## src/rtl/hrc_pkg.sv

```systemverilog
package hrc_pkg;
   // Counter operation resolved from the strobes
   typedef enum logic [1:0] {
      CNT_HOLD = 2'd0,
      CNT_UP   = 2'd1,
      CNT_DOWN = 2'd2,
      CNT_LOAD = 2'd3
   } cnt_op_e;
endpackage

```

## src/rtl/hrc_level_regs.sv

```systemverilog
module hrc_level_regs #(
   parameter int NUM_SRC = 8,
   parameter int LVL_W   = 5,
   localparam int SEL_W  = (NUM_SRC > 1) ? $clog2(NUM_SRC) : 1
) (
   input  logic                            clk,
   input  logic                            rst_n,
   input  logic                            we,
   input  logic [SEL_W-1:0]                sel,
   input  logic [LVL_W-1:0]                wdata,
   output logic [NUM_SRC-1:0][LVL_W-1:0]   lvl
);
   localparam logic [LVL_W-1:0] LVL_OFF = {LVL_W{1'b1}};

   for (genvar g = 0; g < NUM_SRC; g++) begin : g_src
      logic hit;
      assign hit = we && (sel == SEL_W'(g));
      always_ff @(posedge clk or negedge rst_n) begin
         if (!rst_n)   lvl[g] <= LVL_OFF;
         else if (hit) lvl[g] <= wdata;
      end
   end
endmodule

```

## src/rtl/hrc_prio_resolve.sv

```systemverilog
module hrc_prio_resolve #(
   parameter int NUM_SRC = 8,
   parameter int LVL_W   = 5,
   localparam int SEL_W  = (NUM_SRC > 1) ? $clog2(NUM_SRC) : 1
) (
   input  logic [NUM_SRC-1:0]              pend,
   input  logic [NUM_SRC-1:0][LVL_W-1:0]   lvl,
   output logic                            valid,
   output logic [LVL_W-1:0]                win_lvl,
   output logic [SEL_W-1:0]                win_idx
);
   localparam logic [LVL_W-1:0] LVL_OFF = {LVL_W{1'b1}};

   always_comb begin
      valid   = 1'b0;
      win_lvl = LVL_OFF;
      win_idx = '0;
      for (int i = 0; i < NUM_SRC; i++) begin
         // strict compare keeps the lower index on a tie
         if (pend[i] && (lvl[i] != LVL_OFF) && (!valid || (lvl[i] < win_lvl))) begin
            valid   = 1'b1;
            win_lvl = lvl[i];
            win_idx = SEL_W'(i);
         end
      end
   end
endmodule

```

## src/rtl/hrc_nest_counter.sv

```systemverilog
module hrc_nest_counter
   import hrc_pkg::*;
#(
   parameter int CNT_W = 4
) (
   input  logic             clk,
   input  logic             rst_n,
   input  logic             inc,
   input  logic             dec,
   input  logic             we,
   input  logic [CNT_W-1:0] wdata,
   output logic [CNT_W-1:0] cnt
);
   localparam logic [CNT_W-1:0] CNT_MAX = {CNT_W{1'b1}};

   cnt_op_e op;

   always_comb begin
      if (we)                op = CNT_LOAD;
      else if (inc && !dec)  op = CNT_UP;
      else if (dec && !inc)  op = CNT_DOWN;
      else                   op = CNT_HOLD;
   end

   always_ff @(posedge clk or negedge rst_n) begin
      if (!rst_n) cnt <= '0;
      else begin
         unique case (op)
            CNT_LOAD: cnt <= wdata;
            CNT_UP:   if (cnt != CNT_MAX) cnt <= cnt + 1'b1;
            CNT_DOWN: if (cnt != '0)      cnt <= cnt - 1'b1;
            default:  cnt <= cnt;
         endcase
      end
   end
endmodule

```

## src/rtl/hold_cancel_ctrl.sv

```systemverilog
module hold_cancel_ctrl #(
   parameter int NUM_SRC = 8,
   parameter int LVL_W   = 5,
   parameter int CNT_W   = 4,
   localparam int SEL_W  = (NUM_SRC > 1) ? $clog2(NUM_SRC) : 1
) (
   input  logic               clk,
   input  logic               rst_n,
   input  logic [NUM_SRC-1:0] irq_pend,
   input  logic               lvl_we,
   input  logic [SEL_W-1:0]   lvl_sel,
   input  logic [LVL_W-1:0]   lvl_wdata,
   input  logic               base_we,
   input  logic [LVL_W-1:0]   base_wdata,
   input  logic               cnt_inc,
   input  logic               cnt_dec,
   input  logic               cnt_we,
   input  logic [CNT_W-1:0]   cnt_wdata,
   input  logic               dma_hold_req,
   output logic               cpu_hold_req,
   output logic               dma_cancel_req,
   output logic [CNT_W-1:0]   cnt_level
);
   initial begin
      if (NUM_SRC < 2)  $error("NUM_SRC must be at least 2");
      if (LVL_W < 2)    $error("LVL_W must be at least 2");
      if (CNT_W < 1)    $error("CNT_W must be at least 1");
   end

   logic [NUM_SRC-1:0][LVL_W-1:0] src_lvl;
   logic [LVL_W-1:0]              base_lvl;
   logic                          win_valid;
   logic [LVL_W-1:0]              win_lvl;
   logic [SEL_W-1:0]              win_idx;
   logic                          cancel_nxt;
   logic                          gate_open;

   hrc_level_regs #(.NUM_SRC(NUM_SRC), .LVL_W(LVL_W)) u_lvl (
      .clk   (clk),
      .rst_n (rst_n),
      .we    (lvl_we),
      .sel   (lvl_sel),
      .wdata (lvl_wdata),
      .lvl   (src_lvl)
   );

   hrc_prio_resolve #(.NUM_SRC(NUM_SRC), .LVL_W(LVL_W)) u_res (
      .pend    (irq_pend),
      .lvl     (src_lvl),
      .valid   (win_valid),
      .win_lvl (win_lvl),
      .win_idx (win_idx)
   );

   hrc_nest_counter #(.CNT_W(CNT_W)) u_cnt (
      .clk   (clk),
      .rst_n (rst_n),
      .inc   (cnt_inc),
      .dec   (cnt_dec),
      .we    (cnt_we),
      .wdata (cnt_wdata),
      .cnt   (cnt_level)
   );

   always_ff @(posedge clk or negedge rst_n) begin
      if (!rst_n)       base_lvl <= {LVL_W{1'b1}};
      else if (base_we) base_lvl <= base_wdata;
   end

   assign cancel_nxt = win_valid && (win_lvl < base_lvl);
   assign gate_open  = (cnt_level == '0);

   always_ff @(posedge clk or negedge rst_n) begin
      if (!rst_n) begin
         dma_cancel_req <= 1'b0;
         cpu_hold_req   <= 1'b0;
      end else begin
         dma_cancel_req <= cancel_nxt;
         cpu_hold_req   <= dma_hold_req && gate_open;
      end
   end

   logic unused_idx;
   assign unused_idx = ^win_idx;
endmodule

```

## config.mk

```make
export PLATFORM = sky130hd
export DESIGN_NAME = hold_cancel_ctrl
export DESIGN_NICKNAME = d
export VERILOG_FILES = /design/src/rtl/hrc_pkg.sv /design/src/rtl/hrc_level_regs.sv /design/src/rtl/hrc_prio_resolve.sv /design/src/rtl/hrc_nest_counter.sv /design/src/rtl/hold_cancel_ctrl.sv
export SDC_FILE = /design/constraint.sdc
export NUM_CORES = 1
export LEC_CHECK = 0
export BUFFER_PORTS_ARGS = -buffer_cell sky130_fd_sc_hd__buf_2
export CORE_MARGIN = 2
export CORE_UTILIZATION = 50
export CTS_CLUSTER_DIAMETER = 40
export CTS_CLUSTER_SIZE = 30
export DETAILED_ROUTE_END_ITERATION = 7
export GPL_TIMING_DRIVEN = 0
export PLACE_DENSITY = 0.72
export SLEW_MARGIN = 25
export SYNTH_ARGS = -nofsm -noshare
export SYNTH_HDL_FRONTEND = slang
export SYNTH_SLANG_ARGS = --single-unit
```

## constraint.sdc

```tcl
create_clock -name clk -period 16 [get_ports clk]
set_clock_uncertainty 0.05 [all_clocks]
set_input_delay 3.2 -clock clk [delete_from_list [all_inputs] [get_ports clk]]
set_output_delay 3.2 -clock clk [all_outputs]
set_load 0.01 [all_outputs]
```

* Yosys cells after proc, flatten, opt, wreduce, memory -nomap -nowiden *
Cells that the tools add are included.

storage, ports and cells
  output and inout bits = 6
  word-level logic and storage cells = 113
  bits in registers = 51
  input bits = 33

operators by class
  equality and inequality tests = 21
  reductions and logical operators = 48
  mux-type cells = 22
  magnitude comparators = 8
  add/subtract/negate cells = 2

operators with widths
  operator                                                count
  less-than comparator 5 bit                              8
  2-to-1 mux 5 bit                                        8
  inequality test 5 bit (second input constant)           8
  logical AND 1 bit                                       27
  equality test 3 bit (second input constant)             4
  case mux 4 bit (3 select lines)                         1
  logical NOT 1 bit                                       9
  2-to-1 mux 1 bit                                        8
  2-to-1 mux 4 bit                                        2
  logical OR 1 bit                                        7
  equality test 3 x 2 -> 1 bit (second input constant)    2
  2-to-1 mux 2 bit                                        3
  adder 4 x 1 -> 4 bit (second input constant)            1
  equality test 2 bit (second input constant)             2
  logical NOT 4 bit                                       1
  inequality test 2 x 1 -> 1 bit (second input constant)  2
  inequality test 4 bit (second input constant)           1
  nonzero test 4 bit                                      1
  subtractor 4 x 1 -> 4 bit (second input constant)       1
  equality test 3 x 1 -> 1 bit (second input constant)    1
  logical NOT 3 bit                                       1
  AND reduction 3 bit                                     1
  nonzero test 3 bit                                      1
  equality test 2 x 1 -> 1 bit (second input constant)    1

* Longest topological paths before layout *
  word-level depth = 33
  mapped depth = 66
  mapped depth without buffers = 65

* By module *
From an unflattened synthesis, not the netlist that was laid out.

second synthesis, totals
  cell total of the unflattened synthesis = 427
  area, all modules = 4169.0 µm²

by module, submodules not included
  module            area an instance (µm²)  instances  cells each
  hrc_prio_resolve  1752.9                  1          255
  hrc_level_regs    1611.5                  1          89
  hrc_nest_counter  446.7                   1          49
  hold_cancel_ctrl  357.8                   1          34

* Least setup slack after synthesis *
Ideal clock, no wire load.

  path kind = input -> register
  start = input port irq_pend[0]
  end = register dma_cancel_req
  path slack = 0.135 ns
  data arrival time = 15.749 ns
  stages on the path = 64
  path buffers = 1
  library setup time = 0.066 ns
  cells stage by stage = nor2b_1 ha_1 and3b_1 a311o_1 a31oi_1 nor2_1 nor2_1 mux2i_1 inv_1 ha_1 inv_1 a2111o_1 a31oi_2 buf_6 mux2_2 inv_1 ha_1 nor2b_1 (+28 left out) or3b_2 a31oi_2 o21a_1 o31ai_2 inv_1 ha_1 a21oi_1 o21ai_0 nor3_1 nand2_1 o21ai_0 a41oi_4 mux2_4 ha_1 a21o_1 a21o_1 a211oi_1 o311a_1

between the ends
  longest elaborated chain between the ends = 32

ends and longest elaborated chain
  what                                                             RTL line                RTL
  from (decl)                                                      hold_cancel_ctrl.sv:9   input logic [NUM_SRC-1:0] irq_pend,
  logical AND 1 bit (*)                                            hrc_prio_resolve.sv:20  if (pend[i] && (lvl[i] != LVL_OFF) && (!valid || (lvl[i] < win_lvl))) begin
  2-to-1 mux 5 bit or 2-to-1 mux 1 bit (tied branches)             hrc_prio_resolve.sv:20
  less-than comparator 5 bit or logical NOT 1 bit (tied branches)  hrc_prio_resolve.sv:20
  logical OR 1 bit                                                 hrc_prio_resolve.sv:20
  logical AND 1 bit                                                hrc_prio_resolve.sv:20
  2-to-1 mux 5 bit or 2-to-1 mux 1 bit (tied branches)             hrc_prio_resolve.sv:20
  less-than comparator 5 bit or logical NOT 1 bit (tied branches)  hrc_prio_resolve.sv:20
  logical OR 1 bit                                                 hrc_prio_resolve.sv:20
  (+17 left out)                                                   -
  2-to-1 mux 5 bit or 2-to-1 mux 1 bit (tied branches)             hrc_prio_resolve.sv:20
  less-than comparator 5 bit or logical NOT 1 bit (tied branches)  hrc_prio_resolve.sv:20
  logical OR 1 bit                                                 hrc_prio_resolve.sv:20
  logical AND 1 bit                                                hrc_prio_resolve.sv:20
  2-to-1 mux 5 bit                                                 hrc_prio_resolve.sv:20
  less-than comparator 5 bit                                       hold_cancel_ctrl.sv:70  assign cancel_nxt = win_valid && (win_lvl < base_lvl);
  logical AND 1 bit (*)                                            hold_cancel_ctrl.sv:70
  net cancel_nxt                                                   hold_cancel_ctrl.sv:35  logic cancel_nxt;
  to (signal assigned)                                             hold_cancel_ctrl.sv:78  dma_cancel_req <= cancel_nxt;
  to (decl)                                                        hold_cancel_ctrl.sv:21  output logic dma_cancel_req,

Mark *: on every way through the listed nets, which the timed path passes. The rest lies on a longest branch.
A chain may end at the register's enable or synchronous reset.

* Final worst setup path *
Ends and elaborated chain as after synthesis.

==> flow_summary.toml <==
[hold_path]
hold_path.class = "flip-flop to flip-flop"

[clocking]
clkLatencyLatePin_ns = 0.29
cts_sinks = 51
holdBufCountCts = 0
htree_levels = 2
cts_tree = "done"
clockRootBuffer = "clkbuf_8"
numCtsBuffers = 5
clk_pin_slew_worst_paths_ns = 0.08
cts_buffer_depth = 2

[die]
initial_core_util_pct = 50.7
pin_count = 39
die_w_um = 97.4
fp.dieArea_um2 = 9480
rows = 34
die_y_um = 97.4
core-area_um2 = 8590

[worst_setup_path]
slowest_delay_ns = 0.43
crit_family = "compound AO/OA/AOI/OAI gates"
crit_buf_inv = 9
reg2reg_setup_slack_ns = 2.88
crit_path_start_kind = "input port"
crit_required_ns = 16.19
criticalPathCategory = "input port to flip-flop"
cpMostUsedCell = "a21o_1"
crit_fanout = 7
arrival_ns = 15.85
cp_slowest_cell = "a2111o_1"
cp-end-kind = "flip-flop"

[synth]
synth_simple_gate_area_share_pct = 19.5
yosys-top-cells-area = "dfstp_2 (27%), mux2_2 (9.6%), ha_1 (8.3%), dfrtp_1 (3.4%), nand2_1 (3.4%)"
synthArstFlopShare_pct = 100
synthMuxAreaShare_pct = 14.2
ys_ff_latch = 51
yosys.area_share.adder_pct = 8.78
ys.warnings.count = 0
synthDistinctLibCells = 79
synthFlopType = "dfstp_2"
synthTopCellsByCount = "dfstp_2 (45), nand2_1 (40), mux2_2 (37)"
synth_top_family_by_area = "compound AO/OA/AOI/OAI gates"
synth_compound_area_share_pct = 21.8
syn-num-nets = 525
synth_area_um2 = 4360
synth_area_leader_cell = "dfstp_2"
netlist_instances = 462
synth_edf_count = 0
avgSynthCellArea_um2 = 9.44
ys_seq_area_share_pct = 30.6
netlist.area_leader.share_pct = 27.1
synth-xor-area-share_pct = 1.23
yosysMostFrequentCell = "dfstp_2"

[placement]
port_buffers = 36
pre_cts_slack_ns = -1.62
dp_hpwl_mm = 7.84
placed_area_um2 = 4680
gp_congestion = 0.949

[sta]
finalWorstSetupSlack_ns = 0.339
max_slew_margin_pct = 44.1
setup_viol = 0
slew_viol_final = 0
period_share_pct = 97.9
tightest_slew_ns = 0.833
finalHoldViolCount = 0
fmaxAchievable_ghz = 0.0639
period_needed_ns = 15.66

[pwr]
seqPwrFrac_pct = 22.4
pwr-share-comb_pct = 69.5
ir_drop_uv = 101
p_int_uw = 554
p_per_area_nw_per_um2 = 181
pwr-share-clk_pct = 8.1
power_switching_uw = 408
power_leakage_uw = 0.00223
switching_share_pct = 42.4

[final_layout]
nets = 597
n_antenna_cell = 0
regArea_um2 = 1330
stdcell_area_um2 = 5330
multi_input_area_um2 = 3170
nFillCells = 743
drive_gt1_share_pct = 43.0
syn_to_final_growth_pct = 22.2

[global_routing]
grt_usage_pct = 22.2
grt_max_degree = 52
grt_overflow = 0
antenna_found_initial = 0
grt_pass1_vias = 3714
grt_pass1_wl_mm = 17.6

[routing]
vias_per_cell = 5.94
drt-initial-drc-count = 170
vias = 3820
route.detailed.wl_per_inst_um = 16.8
antenna_left = 0
drc_errors = 0
dr.pass1.iters = 5
drt_wl_total_mm = 10.8

[run]
max_cap_violations = 0

[outcome]
status = "finished, final reports clean"
## registers in the layout (all words and copies together), names as in the netlist
| name | flops |
|---|---|
| base_lvl | 5 |
| cpu_hold_req | 1 |
| dma_cancel_req | 1 |
| u_cnt.cnt | 4 |
| u_lvl.lvl | 40 |
## worst paths after layout
kind,startpoint,to,cells after the start
worst max-delay path,irq_pend[0],dma_cancel_req$_DFF_PN0_,67
worst min-delay path,base_lvl[2]$_DFFE_PN1P_,base_lvl[2]$_DFFE_PN1P_,2
worst max register to register,u_lvl.lvl[2]$_DFFE_PN1P_,dma_cancel_req$_DFF_PN0_,66
worst min register to register,base_lvl[2]$_DFFE_PN1P_,base_lvl[2]$_DFFE_PN1P_,2
max in group asynchronous,rst_n,u_lvl.lvl[22]$_DFFE_PN1P_,1
min in group asynchronous,rst_n,u_cnt.cnt[2]$_DFFE_PN0P_,1
## cell type report
class / instances / share of cell area [%]
plain buffers: 5 / 0.564
inverters: 36 / 2.54
multi-input cells: 370 / 59.5
repair buffers: 65 / 7.92
well taps: 108 / 2.54
flip-flops and latches: 51 / 25.0
clock buffers: 8 / 1.88
## power by group through the flow
stage	registers, µW	clock network, µW	logic [µW]
final	216	78.1	668
after global routing	221	85.9	733
after CTS	211	81.3	555
after detailed placement	213	0	497
after global placement	212	0	480
after floorplan	204	0	397
## worst register-to-register path, delay by kind of cell (launching register included)
kind,cells,cell delay [ns]
and+or+nand+nor,16,2.47
DFF,1,0.58
buffers and inverters,8,0.86
muxes,5,1.42
AOI/OAI and AO/OA,29,5.69
adders and majority gates,8,1.98
## routing by layer
metal,vias to the layer above,wire length [µm],global-route usage (%)
met4,0,83,5.98
met3,8,480,2.66
met2,94,5220,36.6
li1,1861,-,-
met5,-,0,0
met1,1857,5030,31.1
## logic make-up (layout without fill, tap and decap cells)
logic type	count (synthesis)	after routing
flip-flops	51	51
XOR/XNOR	4	4
AO/OA/AOI/OAI	126	126
AND/OR/NAND/NOR	156	156
multiplexers	54	54
buffers and inverters	41	114
adder cells (fa/ha/maj)	30	30
## per-stage QoR
stage	hold WS (ns)	total power (µW)	cells	TNS (ns)	util, %
after floorplan	0.430	601	462	0	-
after global placement	0.453	692	606	-1.38	54.4
after detailed placement	0.454	711	606	-1.62	54.4
after CTS	0.473	848	627	0	57.7
after global routing	0.502	1040	643	-0.131	62.0
final	0.475	962	643	0	62.0
## cells in the final DEF, fill, tap and decap left out, types with 11 or more instances in the layout
master and instances:
nor2_1 20, nor3_1 11, mux2_2 36, nand2_1 39
a21o_1 11, ha_4 11, buf_2 34, a21oi_1 19
o21ai_0 22, inv_1 35, ha_1 18, buf_4 27
dfstp_2 45
## repair_timing
item,in CTS,in global routing
resized for setup,19,43
buffers inserted,13,16
pin swaps,9,27
setup endpoints to repair,1,1
Note: power is estimated with default switching activity, not from simulation.
